`config.mk`:
```
export PLATFORM = sky130hd
export DESIGN_NAME = usp_regfile
export DESIGN_NICKNAME = d
export VERILOG_FILES = /design/src/rtl/usp_pkg.sv /design/src/rtl/usp_cfg_regs.sv /design/src/rtl/usp_loop.sv /design/src/rtl/usp_rd_path.sv /design/src/rtl/usp_regfile.sv
export SDC_FILE = /design/constraint.sdc
export NUM_CORES = 1
export LEC_CHECK = 0
export BUFFER_PORTS_ARGS = -buffer_cell sky130_fd_sc_hd__buf_2
export CAP_MARGIN = 25
export CORE_MARGIN = 5
export CORE_UTILIZATION = 35
export DETAILED_ROUTE_END_ITERATION = 12
export PLACE_DENSITY_LB_ADDON = 0.08
export SETUP_SLACK_MARGIN = 0.05
export SYNTH_ARGS = -nofsm -noshare
export SYNTH_HDL_FRONTEND = slang
export SYNTH_SLANG_ARGS = --single-unit
export TNS_END_PERCENT = 100
```
`constraint.sdc`:
```
create_clock -name clk -period 3.1 [get_ports clk]
set_input_delay 0.155 -clock clk [delete_from_list [all_inputs] [get_ports clk]]
set_output_delay 0.155 -clock clk [all_outputs]
set_load 0.01 [all_outputs]
```
`src/rtl/usp_pkg.sv`:
```
package usp_pkg;
    localparam int REG_W     = 8;
    localparam int OFF_W     = 3;
    localparam int DIV_BYTES = 2;
    localparam int DIV_W     = REG_W * DIV_BYTES;
    localparam int IER_W     = 4;
    localparam int MCR_W     = 5;

    localparam logic [OFF_W-1:0] OFF_DATA = 3'd0;
    localparam logic [OFF_W-1:0] OFF_IEN  = 3'd1;
    localparam logic [OFF_W-1:0] OFF_IDF  = 3'd2;
    localparam logic [OFF_W-1:0] OFF_LCTL = 3'd3;
    localparam logic [OFF_W-1:0] OFF_MCTL = 3'd4;
    localparam logic [OFF_W-1:0] OFF_LST  = 3'd5;
    localparam logic [OFF_W-1:0] OFF_MST  = 3'd6;
    localparam logic [OFF_W-1:0] OFF_SCR  = 3'd7;

    localparam int BANK_BIT = 7;
    localparam int LOOP_BIT = 4;

    typedef enum logic [0:0] {
        LB_EMPTY = 1'b0,
        LB_FULL  = 1'b1
    } lb_state_t;
endpackage

```
`src/rtl/usp_cfg_regs.sv`:
```
module usp_cfg_regs
    import usp_pkg::*;
(
    input  logic                 clk,
    input  logic                 rst_n,
    input  logic                 wr_en,
    input  logic [OFF_W-1:0]     addr,
    input  logic [REG_W-1:0]     wdata,
    output logic [REG_W-1:0]     lcr,
    output logic [IER_W-1:0]     ier,
    output logic [MCR_W-1:0]     mcr,
    output logic [REG_W-1:0]     scr,
    output logic [DIV_W-1:0]     div_q,
    output logic                 fifo_en,
    output logic [1:0]           rx_trig,
    output logic                 rx_clr,
    output logic                 tx_clr
);
    logic bank;
    logic fcr_wr;

    assign bank   = lcr[BANK_BIT];
    assign fcr_wr = wr_en && (addr == OFF_IDF);
    assign rx_clr = fcr_wr && wdata[1];
    assign tx_clr = fcr_wr && wdata[2];

    for (genvar g = 0; g < DIV_BYTES; g++) begin : g_div
        always_ff @(posedge clk) begin
            if (!rst_n)
                div_q[g*REG_W +: REG_W] <= '0;
            else if (wr_en && bank && (addr == OFF_W'(g)))
                div_q[g*REG_W +: REG_W] <= wdata;
        end
    end

    always_ff @(posedge clk) begin
        if (!rst_n) begin
            lcr     <= '0;
            ier     <= '0;
            mcr     <= '0;
            scr     <= '0;
            fifo_en <= 1'b0;
            rx_trig <= '0;
        end else if (wr_en) begin
            unique case (addr)
                OFF_IEN:  if (!bank) ier <= wdata[IER_W-1:0];
                OFF_IDF:  begin
                    fifo_en <= wdata[0];
                    rx_trig <= wdata[7:6];
                end
                OFF_LCTL: lcr <= wdata;
                OFF_MCTL: mcr <= wdata[MCR_W-1:0];
                OFF_SCR:  scr <= wdata;
                default:  ;
            endcase
        end
    end
endmodule

```
`src/rtl/usp_loop.sv`:
```
module usp_loop
    import usp_pkg::*;
(
    input  logic             clk,
    input  logic             rst_n,
    input  logic             loop_on,
    input  logic             wr_stb,
    input  logic             rd_stb,
    input  logic [REG_W-1:0] wdata,
    output logic             held,
    output logic [REG_W-1:0] held_byte
);
    lb_state_t state_q, state_d;

    always_ff @(posedge clk) begin
        if (!rst_n) state_q <= LB_EMPTY;
        else        state_q <= state_d;
    end

    always_comb begin
        state_d = state_q;
        unique case (state_q)
            LB_EMPTY: if (loop_on && wr_stb) state_d = LB_FULL;
            LB_FULL: begin
                if (!loop_on)     state_d = LB_EMPTY;
                else if (wr_stb)  state_d = LB_FULL;
                else if (rd_stb)  state_d = LB_EMPTY;
            end
            default: state_d = LB_EMPTY;
        endcase
    end

    always_ff @(posedge clk) begin
        if (!rst_n)                held_byte <= '0;
        else if (loop_on && wr_stb) held_byte <= wdata;
    end

    assign held = (state_q == LB_FULL);
endmodule

```
`src/rtl/usp_rd_path.sv`:
```
module usp_rd_path
    import usp_pkg::*;
(
    input  logic             clk,
    input  logic             rst_n,
    input  logic             rd_en,
    input  logic [OFF_W-1:0] addr,
    input  logic [REG_W-1:0] lcr,
    input  logic [IER_W-1:0] ier,
    input  logic [MCR_W-1:0] mcr,
    input  logic [REG_W-1:0] scr,
    input  logic [DIV_W-1:0] div_q,
    input  logic             fifo_en,
    input  logic             held,
    input  logic [REG_W-1:0] held_byte,
    input  logic [REG_W-1:0] rx_data,
    input  logic             rx_avail,
    input  logic             tx_room,
    input  logic [REG_W-1:0] modem_status,
    output logic [REG_W-1:0] rdata
);
    logic             bank, loop_on, dr, thre;
    logic [REG_W-1:0] lsr, iir, mux;

    assign bank    = lcr[BANK_BIT];
    assign loop_on = mcr[LOOP_BIT];
    assign dr      = loop_on ? held  : rx_avail;
    assign thre    = loop_on ? !held : tx_room;
    assign lsr     = {2'b00, thre, 4'b0000, dr};

    always_comb begin
        iir = {fifo_en, fifo_en, 6'b000001};
        if (ier[0] && dr)        iir[3:0] = 4'b0100;
        else if (ier[1] && thre) iir[3:0] = 4'b0010;
    end

    always_comb begin
        mux = '0;
        unique case (addr)
            OFF_DATA: mux = bank ? div_q[REG_W-1:0] : (loop_on ? held_byte : rx_data);
            OFF_IEN:  mux = bank ? div_q[DIV_W-1:REG_W] : {{(REG_W-IER_W){1'b0}}, ier};
            OFF_IDF:  mux = iir;
            OFF_LCTL: mux = lcr;
            OFF_MCTL: mux = {{(REG_W-MCR_W){1'b0}}, mcr};
            OFF_LST:  mux = lsr;
            OFF_MST:  mux = modem_status;
            OFF_SCR:  mux = scr;
            default:  mux = '0;
        endcase
    end

    always_ff @(posedge clk) begin
        if (!rst_n)     rdata <= '0;
        else if (rd_en) rdata <= mux;
    end
endmodule

```
`src/rtl/usp_regfile.sv`:
```
module usp_regfile
    import usp_pkg::*;
(
    input  logic             clk,
    input  logic             rst_n,
    input  logic             rd_en,
    input  logic             wr_en,
    input  logic [2:0]       addr,
    input  logic [7:0]       wdata,
    output logic [7:0]       rdata,
    input  logic [7:0]       rx_data,
    input  logic             rx_avail,
    input  logic             tx_room,
    input  logic [7:0]       modem_status,
    output logic             tx_push,
    output logic [7:0]       tx_byte,
    output logic             rx_pop,
    output logic             rx_clr,
    output logic             tx_clr,
    output logic             fifo_en,
    output logic [1:0]       rx_trig,
    output logic [15:0]      divisor,
    output logic [7:0]       line_ctrl,
    output logic             dtr,
    output logic             rts,
    output logic             out2,
    output logic             loop_en
);
    logic [IER_W-1:0] ier;
    logic [MCR_W-1:0] mcr;
    logic [REG_W-1:0] scr, held_byte;
    logic             held, data_sel, wr_data, rd_data;

    usp_cfg_regs u_cfg (
        .clk(clk), .rst_n(rst_n), .wr_en(wr_en), .addr(addr), .wdata(wdata),
        .lcr(line_ctrl), .ier(ier), .mcr(mcr), .scr(scr), .div_q(divisor),
        .fifo_en(fifo_en), .rx_trig(rx_trig), .rx_clr(rx_clr), .tx_clr(tx_clr)
    );

    assign loop_en  = mcr[LOOP_BIT];
    assign data_sel = (addr == OFF_DATA) && !line_ctrl[BANK_BIT];
    assign wr_data  = wr_en && data_sel;
    assign rd_data  = rd_en && data_sel;

    usp_loop u_loop (
        .clk(clk), .rst_n(rst_n), .loop_on(loop_en), .wr_stb(wr_data),
        .rd_stb(rd_data), .wdata(wdata), .held(held), .held_byte(held_byte)
    );

    usp_rd_path u_rd (
        .clk(clk), .rst_n(rst_n), .rd_en(rd_en), .addr(addr), .lcr(line_ctrl),
        .ier(ier), .mcr(mcr), .scr(scr), .div_q(divisor), .fifo_en(fifo_en),
        .held(held), .held_byte(held_byte), .rx_data(rx_data),
        .rx_avail(rx_avail), .tx_room(tx_room), .modem_status(modem_status),
        .rdata(rdata)
    );

    assign tx_push = wr_data && !loop_en;
    assign tx_byte = wdata;
    assign rx_pop  = rd_data && !loop_en && rx_avail;
    assign dtr     = mcr[0] && !loop_en;
    assign rts     = mcr[1] && !loop_en;
    assign out2    = mcr[3] && !loop_en;
endmodule

```
==> qor.log <==
[floorplan] number of ports placed on the die boundary 84
[power_and_ir_drop] sequential power share 45.9%
[synth] share of Yosys cell area claimed by the top area cell type 38.7%
[critical_path] critical-path cell list nor4_2 -> nand2_1 -> nor3b_1 -> buf_2
[floorplan] Std-Cell Core Area 0.00876 mm2
[critical_path] critical path's slowest cell dfxtp_1
[synth] Yosys cell types 39
[synth] number of enable flip-flop cells after synthesis 0
[cts] Post CTS Setup Buffer Count 0
[critical_path] CP Data Required Time 2.94 ns
[finish] final layout net count 454
[synth] Synth async-reset ratio 0%
[power_and_ir_drop] total power per unit cell area 473 mW/mm2
[synth] Area contributors post-synth dfxtp_1 (39%), mux2i_1 (13%), nand2_1 (7.9%), a21boi_0 (6.4%), nor2b_1 (6.1%)
[route] Initial DRT Pass Iterations 5
[timing] post-route fraction of the period consumed by the critical path 64.7%
[route] violation count after the first detailed-routing iteration 150
[cts] CTS tree yes
[route] DRC violation count after routing 0
[critical_path] largest stage delay on the critical path 0.56 ns
[power_and_ir_drop] power spent charging and discharging nets 0.000456 W
[synth] count of yosys warnings during synthesis 0
[timing] max-slew violation count 0
[power_and_ir_drop] share of total power in the clock network 43.5%
[place] final RePlAce weighted congestion 0.795
[run] max cap viols 0
[floorplan] number of rows in the core area 34
[timing] slew at the pin with the worst max-slew slack 0.977 ns
[hold_path] Tightest Hold Check Type in -> reg
[global_route] global-route usage over all layers 18.9%
[cts] number of hold buffers added after cts 0
[cts] clock tree root driver cell clkbuf_8
[synth] most common cell in the synthesized netlist nand2_1
[global_route] Congestion Overflow GR 0
[timing] clock skew 0.00767 ns
[timing] setup repair after global routing missed its margin no
[floorplan] die width 105 um
[outcome] result of the run completed
[synth] synthesized area 0.00315 mm2
[place] count of buffers from port buffering 83
[floorplan] Die Outline Area 0.0110 mm2
[synth] number of nets produced by synthesis 392
[critical_path] Crit. End Element output pin
[place] DPL Wire Length 7070 um
[timing] post-route setup slack 1.09 ns
[synth] Yosys top cell by area dfxtp_1
[synth] post-synthesis instance total 359
[global_route] global-route wire length before repair 16200 um
[synth] Primary FF master, synth dfxtp_1
[route] detailed-route via count 2802
[cts] Worst-Skew Late Latency 0.34 ns
[critical_path] CP max FO 20
[floorplan] starting utilization of the core area 36.0%
[finish] post-layout util 42.6%
[route] post-route antenna net violation count 0
[synth] share of the yosys chip area belonging to registers 38.7%
[synth] post-synthesis average cell area 8.79 um2
[timing] relative slew slack 34.8%
[power_and_ir_drop] maximum vdd ir drop 0.000186 V
[cts] post-cts gate resize count 0
[critical_path] signal arrival time at the worst endpoint 1.85 ns
[timing] maximum frequency from static timing analysis 0.499 GHz
[global_route] maximum number of pins on one net before global-route repair 62
[cts] total clock sinks 61
[synth] flip-flop and latch count after synthesis 61
[timing] total negative slack for setup checks 0 ns
[finish] Layout fillers 920
[synth] most frequent cells after synthesis nand2_1 (66), dfxtp_1 (61), mux2i_1 (40)
[global_route] initial antenna violation count 0
[place] post-place setup slack 0.987 ns
[timing] hold violation count in the final report 0
[timing] time the final worst path needs with I/O delays and setup 2.01 ns
[critical_path] Setup Crit Path Kind reg -> out
[power_and_ir_drop] cell-internal power 0.00131 W
[floorplan] Die H 105 um
[finish] total inserted antenna cells 0
[power_and_ir_drop] leakage power total 1.47 nW
[timing] final number of setup-violating endpoints 0
[cts] number of buffers added by the clock tree synthesis step 9
[cts] clock transition at the registers of the reported paths 0.07 ns
[cts] buffer levels on the longest clock path 2
[cts] htree depth 3
[route] average wire per cell in the routed design 19.5 um
[route] total wire length 10400 um
[critical_path] Worst Setup Start Kind register
[finish] fraction of final layout cells with drive strength greater than 1 26.8%
[global_route] vias in the first global route 2821
[power_and_ir_drop] Comb power frac 10.7%
[route] routed vias/inst 5.25
[finish] layout-stage area growth over the synthesis result 18.2%
[power_and_ir_drop] switching power as a share of total power 25.9%
==> power groups by stage <==
stage	Sequential, W	Combinational [W]	Clock, W
after global routing	0.000810	0.000205	0.000816
final	0.000808	0.000188	0.000766
after CTS	0.000809	0.000191	0.000776
after floorplan	0.000828	0.000113	0
after detailed placement	0.000826	0.000190	0
after global placement	0.000826	0.000191	0
==> cells in the final DEF, fill, tap and decap left out, types with 4 or more instances in the layout <==
cell      instances
mux2i_1          40
clkbuf_8         12
a31oi_1           4
buf_2            83
o21ai_0          17
dfxtp_1          61
a21oi_1           9
nor2b_1          31
mux2_2            8
nor2_1            6
a21boi_0         27
nand3_1          13
nand2_1          66
and3_1            7
==> registers in the layout (all words and copies together), names as in the netlist <==
| register | count |
|---|---|
| u_cfg.mcr | 5 |
| u_cfg.lcr | 8 |
| u_cfg.div_q | 16 |
| u_cfg.rx_trig | 2 |
| u_rd.rdata | 8 |
| u_cfg.fifo_en | 1 |
| u_cfg.scr | 8 |
| u_loop.held | 1 |
| u_cfg.ier | 4 |
| u_loop.held_byte | 8 |
==> worst max-delay path, delay by kind of cell (launching register included) <==
kind | cells | cell delay [ns]
buffers and inverters | 1 | 0.16
DFF | 1 | 0.56
and+or+nand+nor | 3 | 0.78
==> final cells by class <==
cell class                 instances  area [um2]  share of cell area (%)
multi-input combinational        262        1730                    46.3
clock inverter                     3        42.5                    1.14
timing repair buffer              84         423                    11.3
sequential                        61        1220                    32.7
inverter                           3        11.3                   0.302
tap                              108         135                    3.62
clock buffer                      13         169                    4.53
==> worst paths after layout <==
check / end / slack (ns) / cells past startpoint / startpoint
worst max-delay path: rx_pop / 1.09 / 4 / u_cfg.lcr[7]$_SDFFE_PN0P_
worst min-delay path: u_cfg.lcr[5]$_SDFFE_PN0P_ / 0.15 / 3 / wdata[5]
worst max register to register: u_loop.held_byte[7]$_SDFFE_PN0P_ / 1.12 / 4 / u_cfg.lcr[7]$_SDFFE_PN0P_
worst min register to register: u_cfg.scr[2]$_SDFFE_PN0P_ / 0.47 / 2 / u_cfg.scr[2]$_SDFFE_PN0P_
==> metal layers <==
layer  routed length, um  GRT usage (%)  part of all wire [%]
met1                4610           25.8                    44
met4                 112           6.03                   1.1
met3                 757           4.01                   7.3
met5                   0              0                     0
met2                4930           29.7                    47
==> stage by stage <==
stage          area (um2)  hold slack, ns  total power, W  cells
3_3_place_gp         3520           0.455         0.00102    518
4_1_cts              3730           0.144         0.00177    534
3_5_place_dp         3520           0.462         0.00102    518
6_report             3730           0.149         0.00176    534
2_1_floorplan        3150           0.297        0.000941    359
5_1_grt              3730           0.149         0.00183    534
==> kinds of logic after synthesis <==
group	share of synthesized area [%]
multiplexers	15.5
AND/OR/NAND/NOR	22.6
buffers and inverters	6.51
flip-flops	38.7
AO/OA/AOI/OAI	16.7
Power figures use the tool's default switching activity.
